===== src/rtl/spihost_pkg.sv =====
package spihost_pkg;

  typedef enum logic [2:0] {
    ST_IDLE,
    ST_HDR,
    ST_POLL,
    ST_DATA,
    ST_FIN
  } xstate_e;

  typedef enum logic [1:0] {
    TX_HDR,
    TX_ZERO,
    TX_WDATA
  } txsel_e;

  // strobes from control to datapath
  typedef struct packed {
    logic       capture;
    logic       load;
    txsel_e     txSel;
    logic [1:0] hdrIdx;
  } dpcmd_t;

  localparam logic [1:0] ERR_OK    = 2'd0;
  localparam logic [1:0] ERR_BUSY  = 2'd1;
  localparam logic [1:0] ERR_FAULT = 2'd2;

endpackage


===== src/rtl/spihost_dpath.sv =====
module spihost_dpath
  import spihost_pkg::*;
#(
  parameter int         CLK_DIV = 4,
  parameter int         MAX_LEN = 64,
  parameter logic [7:0] ADDR_HI = 8'hD4
) (
  input  logic                       clk,
  input  logic                       rstN,
  input  dpcmd_t                     cmd,
  input  logic                       reqRead,
  input  logic [15:0]                reqAddr,
  input  logic [$clog2(MAX_LEN):0]   reqLen,
  input  logic [7:0]                 wrData,
  input  logic                       miso,
  output logic                       sclk,
  output logic                       mosi,
  output logic                       byteDone,
  output logic [7:0]                 rxByte,
  output logic [$clog2(MAX_LEN)-1:0] lenM1,
  output logic                       isRead
);

  localparam int CNT_W = $clog2(MAX_LEN);
  localparam int DIV_W = $clog2(CLK_DIV) + 1;

  logic             isReadR;
  logic [15:0]      addrR;
  logic [CNT_W-1:0] lenM1R;
  logic [7:0]       shTx;
  logic [7:0]       shRx;
  logic [2:0]       bitCnt;
  logic [DIV_W-1:0] divCnt;
  logic             run;
  logic             sclkR;
  logic             byteDoneR;
  logic [7:0]       txByte;

  // byte to launch, chosen by the control strobe
  always_comb begin
    txByte = 8'h00;
    case (cmd.txSel)
      TX_HDR: begin
        case (cmd.hdrIdx)
          2'd0:    txByte = {isReadR, 1'b0, 6'(lenM1R)};
          2'd1:    txByte = ADDR_HI;
          2'd2:    txByte = addrR[15:8];
          default: txByte = addrR[7:0];
        endcase
      end
      TX_WDATA: txByte = wrData;
      default:  txByte = 8'h00;
    endcase
  end

  always_ff @(posedge clk) begin
    if (!rstN) begin
      isReadR   <= 1'b0;
      addrR     <= '0;
      lenM1R    <= '0;
      shTx      <= '0;
      shRx      <= '0;
      bitCnt    <= '0;
      divCnt    <= '0;
      run       <= 1'b0;
      sclkR     <= 1'b0;
      byteDoneR <= 1'b0;
    end else begin
      byteDoneR <= 1'b0;
      if (cmd.capture) begin
        isReadR <= reqRead;
        addrR   <= reqAddr;
        lenM1R  <= CNT_W'(reqLen - 1'b1);
      end
      if (cmd.load) begin
        shTx   <= txByte;
        run    <= 1'b1;
        sclkR  <= 1'b0;
        divCnt <= '0;
        bitCnt <= '0;
      end else if (run) begin
        if (divCnt == DIV_W'(CLK_DIV - 1)) begin
          divCnt <= '0;
          if (!sclkR) begin
            sclkR <= 1'b1;
            shRx  <= {shRx[6:0], miso};
          end else begin
            sclkR <= 1'b0;
            if (bitCnt == 3'd7) begin
              run       <= 1'b0;
              byteDoneR <= 1'b1;
            end else begin
              bitCnt <= bitCnt + 3'd1;
              shTx   <= {shTx[6:0], 1'b0};
            end
          end
        end else begin
          divCnt <= divCnt + 1'b1;
        end
      end
    end
  end

  assign sclk     = sclkR;
  assign mosi     = shTx[7];
  assign byteDone = byteDoneR;
  assign rxByte   = shRx;
  assign lenM1    = lenM1R;
  assign isRead   = isReadR;

  // data line held while the clock is high
  p_mosi_hold_r3: assert property (@(posedge clk) disable iff (!rstN)
    (sclkR && $past(sclkR)) |-> $stable(shTx[7]));

  // control never restarts a byte that is still shifting
  p_no_load_overlap_r3: assert property (@(posedge clk) disable iff (!rstN)
    cmd.load |-> !run);

endmodule


===== src/rtl/spihost_ctrl.sv =====
module spihost_ctrl
  import spihost_pkg::*;
#(
  parameter int TIMEOUT_CYC = 37_500_000,
  parameter int MAX_LEN     = 64
) (
  input  logic                       clk,
  input  logic                       rstN,
  input  logic                       start,
  input  logic                       linkFault,
  input  logic                       byteDone,
  input  logic                       rxReady,
  input  logic [$clog2(MAX_LEN)-1:0] lenM1,
  input  logic                       isRead,
  output dpcmd_t                     cmd,
  output logic                       csN,
  output logic                       busy,
  output logic                       doneP,
  output logic [1:0]                 errCode,
  output logic                       rdValid,
  output logic                       wrTake
);

  localparam int CNT_W = $clog2(MAX_LEN);
  localparam int TO_W  = $clog2(TIMEOUT_CYC + 1) + 1;

  xstate_e          state;
  logic             kick;
  logic [1:0]       hdrIdx;
  logic [CNT_W-1:0] dataCnt;
  logic [TO_W-1:0]  toCnt;
  logic [1:0]       errR;
  logic             doneR;
  logic             toExpired;

  assign toExpired = (toCnt >= TO_W'(TIMEOUT_CYC));

  always_comb begin
    cmd.capture = (state == ST_IDLE) && start;
    cmd.load    = kick;
    cmd.hdrIdx  = hdrIdx;
    if (state == ST_HDR)                 cmd.txSel = TX_HDR;
    else if (state == ST_DATA && !isRead) cmd.txSel = TX_WDATA;
    else                                 cmd.txSel = TX_ZERO;
  end

  assign csN     = (state == ST_IDLE) || (state == ST_FIN);
  assign busy    = (state != ST_IDLE);
  assign doneP   = doneR;
  assign errCode = errR;
  assign rdValid = (state == ST_DATA) && byteDone && isRead;
  assign wrTake  = kick && (state == ST_DATA) && !isRead;

  always_ff @(posedge clk) begin
    if (!rstN) begin
      state   <= ST_IDLE;
      kick    <= 1'b0;
      hdrIdx  <= '0;
      dataCnt <= '0;
      toCnt   <= '0;
      errR    <= ERR_OK;
      doneR   <= 1'b0;
    end else begin
      doneR <= 1'b0;
      kick  <= 1'b0;
      case (state)
        ST_IDLE: begin
          if (start) begin
            state  <= ST_HDR;
            kick   <= 1'b1;
            hdrIdx <= '0;
            errR   <= ERR_OK;
          end
        end
        ST_HDR: begin
          // returned bits are not inspected during the header
          if (byteDone) begin
            kick <= 1'b1;
            if (hdrIdx == 2'd3) begin
              state <= ST_POLL;
              toCnt <= '0;
            end else begin
              hdrIdx <= hdrIdx + 2'd1;
            end
          end
        end
        ST_POLL: begin
          if (!toExpired) toCnt <= toCnt + 1'b1;
          if (byteDone) begin
            if (linkFault) begin
              errR  <= ERR_FAULT;
              state <= ST_FIN;
            end else if (toExpired) begin
              errR  <= ERR_BUSY;
              state <= ST_FIN;
            end else if (rxReady) begin
              state   <= ST_DATA;
              dataCnt <= '0;
              kick    <= 1'b1;
            end else begin
              kick <= 1'b1;
            end
          end
        end
        ST_DATA: begin
          if (byteDone) begin
            if (dataCnt == lenM1) begin
              state <= ST_FIN;
            end else begin
              dataCnt <= dataCnt + 1'b1;
              kick    <= 1'b1;
            end
          end
        end
        ST_FIN: begin
          state <= ST_IDLE;
          doneR <= 1'b1;
        end
        default: state <= ST_IDLE;
      endcase
    end
  end

  // data phase is entered only from a completed ready poll byte
  p_data_entry_r5: assert property (@(posedge clk) disable iff (!rstN)
    (state == ST_DATA && $past(state) != ST_DATA) |->
      ($past(state) == ST_POLL && $past(rxReady) && $past(byteDone)));

  // completion pulse follows the chip select release
  p_done_cs_high_r10: assert property (@(posedge clk) disable iff (!rstN)
    doneR |-> (csN && $past(state) == ST_FIN));

  // read strobes never exceed the requested count
  p_rd_count_r6: assert property (@(posedge clk) disable iff (!rstN)
    rdValid |-> (dataCnt <= lenM1));

endmodule


===== src/rtl/regbus_spi_host.sv =====
module regbus_spi_host
  import spihost_pkg::*;
#(
  parameter int         CLK_DIV     = 4,
  parameter int         TIMEOUT_CYC = 37_500_000,
  parameter int         MAX_LEN     = 64,
  parameter logic [7:0] ADDR_HI     = 8'hD4
) (
  input  logic                     clk,
  input  logic                     rstN,
  input  logic                     start,
  input  logic                     reqRead,
  input  logic [15:0]              reqAddr,
  input  logic [$clog2(MAX_LEN):0] reqLen,
  input  logic [7:0]               wrData,
  output logic                     wrTake,
  output logic [7:0]               rdData,
  output logic                     rdValid,
  input  logic                     linkFault,
  output logic                     sclk,
  output logic                     mosi,
  output logic                     csN,
  input  logic                     miso,
  output logic                     busy,
  output logic                     doneP,
  output logic [1:0]               errCode
);

  localparam int CNT_W = $clog2(MAX_LEN);

  dpcmd_t           cmd;
  logic             byteDone;
  logic [7:0]       rxByte;
  logic [CNT_W-1:0] lenM1;
  logic             isRead;

  spihost_dpath #(
    .CLK_DIV (CLK_DIV),
    .MAX_LEN (MAX_LEN),
    .ADDR_HI (ADDR_HI)
  ) u_dpath (
    .clk      (clk),
    .rstN     (rstN),
    .cmd      (cmd),
    .reqRead  (reqRead),
    .reqAddr  (reqAddr),
    .reqLen   (reqLen),
    .wrData   (wrData),
    .miso     (miso),
    .sclk     (sclk),
    .mosi     (mosi),
    .byteDone (byteDone),
    .rxByte   (rxByte),
    .lenM1    (lenM1),
    .isRead   (isRead)
  );

  spihost_ctrl #(
    .TIMEOUT_CYC (TIMEOUT_CYC),
    .MAX_LEN     (MAX_LEN)
  ) u_ctrl (
    .clk       (clk),
    .rstN      (rstN),
    .start     (start),
    .linkFault (linkFault),
    .byteDone  (byteDone),
    .rxReady   (rxByte[0]),
    .lenM1     (lenM1),
    .isRead    (isRead),
    .cmd       (cmd),
    .csN       (csN),
    .busy      (busy),
    .doneP     (doneP),
    .errCode   (errCode),
    .rdValid   (rdValid),
    .wrTake    (wrTake)
  );

  assign rdData = rxByte;

  // clock parked low while deselected
  p_idle_clk_low_r3: assert property (@(posedge clk) disable iff (!rstN)
    csN |-> !sclk);

endmodule


===== config.mk =====
export PLATFORM = sky130hd
export DESIGN_NAME = regbus_spi_host
export DESIGN_NICKNAME = d
export VERILOG_FILES = /design/src/rtl/spihost_pkg.sv /design/src/rtl/spihost_dpath.sv /design/src/rtl/spihost_ctrl.sv /design/src/rtl/regbus_spi_host.sv
export SDC_FILE = /design/constraint.sdc
export NUM_CORES = 1
export LEC_CHECK = 0
export ABC_AREA = 1
export BUFFER_PORTS_ARGS = -buffer_cell sky130_fd_sc_hd__clkbuf_2
export CAP_MARGIN = 15
export CORE_ASPECT_RATIO = 0.8
export CORE_MARGIN = 4
export CORE_UTILIZATION = 50
export DETAILED_ROUTE_END_ITERATION = 12
export GPL_TIMING_DRIVEN = 0
export PLACE_DENSITY = 0.79
export SLEW_MARGIN = 20
export SYNTH_ARGS = -nofsm -noshare
export SYNTH_HDL_FRONTEND = slang
export SYNTH_SLANG_ARGS = --single-unit

===== constraint.sdc =====
create_clock -name clk -period 3.7 [get_ports clk]
set_input_delay 0.555 -clock clk [delete_from_list [all_inputs] [get_ports clk]]
set_output_delay 0.555 -clock clk [all_outputs]
set_load 0.03 [all_outputs]

Word level (Yosys, flattened, before mapping)
Index checks and enable logic that the tools add are counted.

Add/subtract/negate cells: 6. Order comparisons: 1. Eq/ne operators: 25. Mux-type cells: 55. Bitwise operators: 6. Reductions and logical operators: 30.

Operators with widths (count): $mux 27 (3); $pmux 27 s2 (1); $mux 8 (5); $mux 6 (6); $mux 3 (10); $add 27x1->27 const B (1); $ge 27x26->1 const B (1); $pmux 8 s3 (1); $reduce_and 4->1 (6); $ne 2x2->1 const B (11); $mux 2 (8); $pmux 8 s2 (1); $mux 1 (15); $reduce_and 7->1 (2); $reduce_bool 2->1 (7); $pmux 3 s4 (1); $pmux 6 s2 (1); $eq 3x2->1 const B (3); $pmux 2 s2 (2); $add 3x1->3 const B (2); $add 6x1->6 const B (1); $eq 2x2->1 const B (3); $eq 3x3->1 const B (2); $eq 6x6->1 (1); 18 further kinds (29).

Bits in registers: 90. Output and inout port bits: 17. Logic and storage cells: 140.

Longest topological paths before layout
Depth after elaboration: 7. Depth in mapped cells: 12. Gate-level depth less buffers: 12.

Hierarchy
From an unflattened synthesis, not the netlist that was laid out.

Cells, all modules: 801. Area total of the unflattened synthesis: 5092.4 sq um.

Modules (own cells, without submodules): spihost_ctrl (instances 1, cells each 473, area each 2864.0 sq um, sequential area each 840.8 sq um); spihost_dpath (instances 1, cells each 328, area each 2228.4 sq um, sequential area each 960.9 sq um).

Worst setup path before layout
OpenSTA, ideal clock, no wires.

Path kind: reg2out. From: reg u_ctrl.state[0]. To: out rdValid. Arrival time: 1273 ps. Required time: 3145 ps. Path slack: 1872 ps. Cell stages (with the launch flop): 3. Cell sequence: dfxtp_1 -> nand3_2 -> nor3_1.

Word-level cells in the longest chain between the ends: 3.

Ends and longest elaborated chain: from (decl) (line spihost_ctrl.sv:27) `xstate_e state;`; from (signal assigned) (line spihost_ctrl.sv:56) `state <= ST_IDLE;`; from (signal assigned) (line spihost_ctrl.sv:69) `state <= ST_HDR;`; from (signal assigned) (line spihost_ctrl.sv:80) `state <= ST_POLL;`; $eq 3x2->1 (line spihost_ctrl.sv:51) `assign rdValid = (state == ST_DATA) && byteDone && isRead;`; $logic_and 1x1->1 (2 in series) (line spihost_ctrl.sv:51); to (decl) (line regbus_spi_host.sv:18) `output logic rdValid,`.

Every way passes these cells.

Worst setup path in the final report
From: reg u_ctrl.state[1]. To: out wrTake.

Word-level cells in the longest chain between the ends: 3.

Ends and longest elaborated chain: $eq 3x2->1 (line spihost_ctrl.sv:52) `assign wrTake = kick && (state == ST_DATA) && !isRead;`; $logic_and 1x1->1 (2 in series) (line spihost_ctrl.sv:52); to (decl) (line regbus_spi_host.sv:16) `output logic wrTake,`.

Every way passes these cells.

==> flow_summary.yaml <==
status:
  status: "finished, final reports clean"
place:
  portBuffers: 52
  hpwl_mm: 9.74
  pre_cts_slack_ns: 1.57
  dp_cells: 942
  gp_congestion: 0.989
  place_area_sq_um: 5480
sta:
  finalSetupViolations: 0
  fin_crit_ns: 2.35
  skew_ns: 0.00600
  worst_slew_pin_slew_ns: 0.588
  rsz0062_at_grt: "false"
  tns_ns: 0
  slew_headroom: 0.608
  achievable-frequency_mhz: 426
  worst_slack_ns: 1.35
  hold_viol: 0
  holdWs_ns: 0.435
  final_max_slew_viol_count: 0
  fin_crit_sh: 0.634
power:
  power_frac_seq: 0.364
  combPwrFrac: 0.299
  p_per_area_nw_per_um2: 539
  internal_power_mw: 2.02
  p_leak_nw: 2.27
  power_switching_mw: 1.12
  max-vdd-ir-drop_v: 0.000437
  clkPwrFrac: 0.336
  swShare: 0.357
critical_path:
  critPathMaxStageDelay_ns: 0.46
  r2r-end: "u_ctrl.toCnt[16]"
  r2r_cells: 9
  cp_cell_sequence: "nand3_2, inv_1, nand3_1, clkinv_1, clkbuf_2"
  critPathCapture: "wrTake"
  crit_required_ns: 3.14
  reg2reg_from: "u_ctrl.toCnt[0]"
  critPathArrivalTime_ns: 1.79
  worst-setup-path-type: "reg -> out"
  crit_buf_inv: 3
  cp.depth: 5
  critPathSlowestCell: "dfxtp_1"
  cp-startpoint: "u_ctrl.state[1]"
  path_max_fanout: 9
  endpoint_kind: "output port"
  cpLargestDelayFamily: "buffers and inverters"
  reg2reg_slack_ns: 1.49
  start_kind: "flip-flop"
clocking:
  cts.path.max_buffers: 2
  postCtsHoldBufs: 0
  numCtsBuffers: 9
  cts_tree: "yes"
  cts_root_buf: "clkbuf_16"
  clkTransAtPathRegs_ns: 0.06
  cts_sinks: 90
  cts-resized-gates: 0
  htreeDepth: 3
  cts_setup_buffers: 0
  clock_latency_ns: 0.34
synthesis:
  synth_top_area_frac: 0.357
  yosysTopAreaCell: "dfxtp_1"
  synth_cells: 754
  yosysWarnings: 0
  synth_area_leaders: "dfxtp_1, nand2_1, nor2_1, a21oi_1, nand3_1"
  avgSynthCellArea_sq_um: 6.70
  synthesis.nets: 802
  mappedNetlistArea_sq_um: 5050
  ys_types: 39
  synth_seq_area_share: 0.357
  ys_seq_elements: 90
route:
  wl_mm: 13.1
  vias: 4976
  final_antenna_net_count: 0
  drc: 0
  drt_first_pass_iters: 6
  via_per_inst: 5.19
  detail_route.wl_per_cell_microns: 13.7
  drtIter0Drc: 468
floorplan:
  chipHeight_microns: 97.9
  fp.dieArea_sq_um: 11800
  start_util: 0.517
  fp.dieW_microns: 120
  rows: 32
  coreArea_sq_um: 9770
  io_pins: 54
finish:
  finalNonFillerCells: 958
  layout_common_cells: "nand2_1, nor2_1, dfxtp_1"
  fin_nets: 865
  drive_gt1_frac: 0.128
  final_common_cell: "nand2_1"
  area_growth_syn_to_layout_pct: 15.3
  n_antenna_cell: 0
  design_area_sq_um: 5820
global_routing:
  grt_pass1_vias: 4504
  antenna_found_initial: 0
  grt_pass1_wl_mm: 22.1
  grt_usage: 0.229
  gr-total-overflow: 0
  grt_max_degree: 16
job:
  max-cap-violations: 0
min_path:
  min_from: "reqAddr[7]"
  hp-class: "in -> reg"
synthesized netlist by cell type:
master and count:
a211oi_1 4, a21oi_1 63, a21oi_2 1, a21oi_4 2, a22o_1 6, a31oi_1 9
buf_2 3, buf_4 3, buf_6 6, clkbuf_1 9, clkinv_1 1, dfxtp_1 90
dlygate4sd3_1 1, dlymetal6s2s_1 1, ha_1 11, inv_1 70, inv_2 4, inv_4 1
inv_6 1, nand2_1 201, nand2_2 5, nand2_4 2, nand3_1 53, nand3_2 2
nand3_4 1, nand4_1 2, nor2_1 119, nor2_2 3, nor2_8 2, nor3_1 6
nor3_4 1, nor3b_1 1, nor4_1 1, o211ai_1 11, o21ai_0 31, o21ai_1 1
o221ai_1 5, xnor2_1 3, xor2_1 18
state kept, by name, indices dropped and copies added, names as in the netlist:
name	cells
u_ctrl.dataCnt	6
u_ctrl.doneP	1
u_ctrl.errCode	2
u_ctrl.hdrIdx	2
u_ctrl.kick	1
u_ctrl.state	3
u_ctrl.toCnt	27
u_dpath.addrR	16
u_dpath.bitCnt	3
u_dpath.byteDone	1
u_dpath.divCnt	3
u_dpath.isRead	1
u_dpath.lenM1	6
u_dpath.run	1
u_dpath.rxByte	8
u_dpath.sclk	1
u_dpath.shTx	8
how the worst min path moves through the flow:
| stage | end | cells after the start |
|---|---|---|
| 2_1_floorplan | u_dpath.divCnt[2] | 2 |
| 3_3_place_gp | u_dpath.divCnt[2] | 2 |
| 3_5_place_dp | u_dpath.divCnt[2] | 2 |
| 4_1_cts | u_dpath.addrR[7] | 3 |
| 5_1_grt | u_dpath.addrR[7] | 3 |
| 6_report | u_dpath.addrR[7] | 3 |
kinds of logic (layout without fill, tap and decap cells):
logic type	after synthesis	count (layout)	synth area share
compound gates	133	133	0.155
xor+xnor	21	21	0.0364
fa+ha+maj	11	11	0.0272
buf+inv	100	168	0.0906
flops	90	90	0.357
simple gates	399	399	0.334
power groups by stage:
stage	Combinational, mW	Sequential, mW	Clock (mW)
4_1_cts	0.923	1.14	1.07
3_5_place_dp	0.917	1.16	0
6_report	0.940	1.14	1.06
2_1_floorplan	0.683	1.15	0
5_1_grt	1.04	1.15	1.12
3_3_place_gp	0.911	1.16	0
area by class of cell:
cell class              instances  area (sq um)
fillers                       955          3950
clock inverters                 7           116
well taps                     136           170
clock buffers                   9           225
repair buffers                 52           260
flip-flops and latches         90          1800
inverters                      77           297
multi-input cells             564          2790
plain buffers                  23           161
stage by stage:
| stage | utilization | total power, mW |
|---|---|---|
| after floorplan | - | 1.83 |
| after global placement | 0.561 | 2.07 |
| after detailed placement | 0.561 | 2.08 |
| after CTS | 0.596 | 3.13 |
| after global routing | 0.596 | 3.31 |
| final | 0.596 | 3.14 |
routing by layer:
metal | vias up | share of wire | GRT usage
met2 | 137 | 0.41 | 0.317
met3 | 9 | 0.060 | 0.0562
met4 | 0 | 0.0082 | 0.0557
met1 | 2271 | 0.52 | 0.354
li1 | 2559 | - | -
met5 | - | 0 | 0
worst min-delay path, delay by kind of cell:
kind                   cells  cell delay [ns]
AOI/OAI and AO/OA          1             0.05
buffers and inverters      1             0.08
and+or+nand+nor            1             0.05
Power figures use the tool's default switching activity.
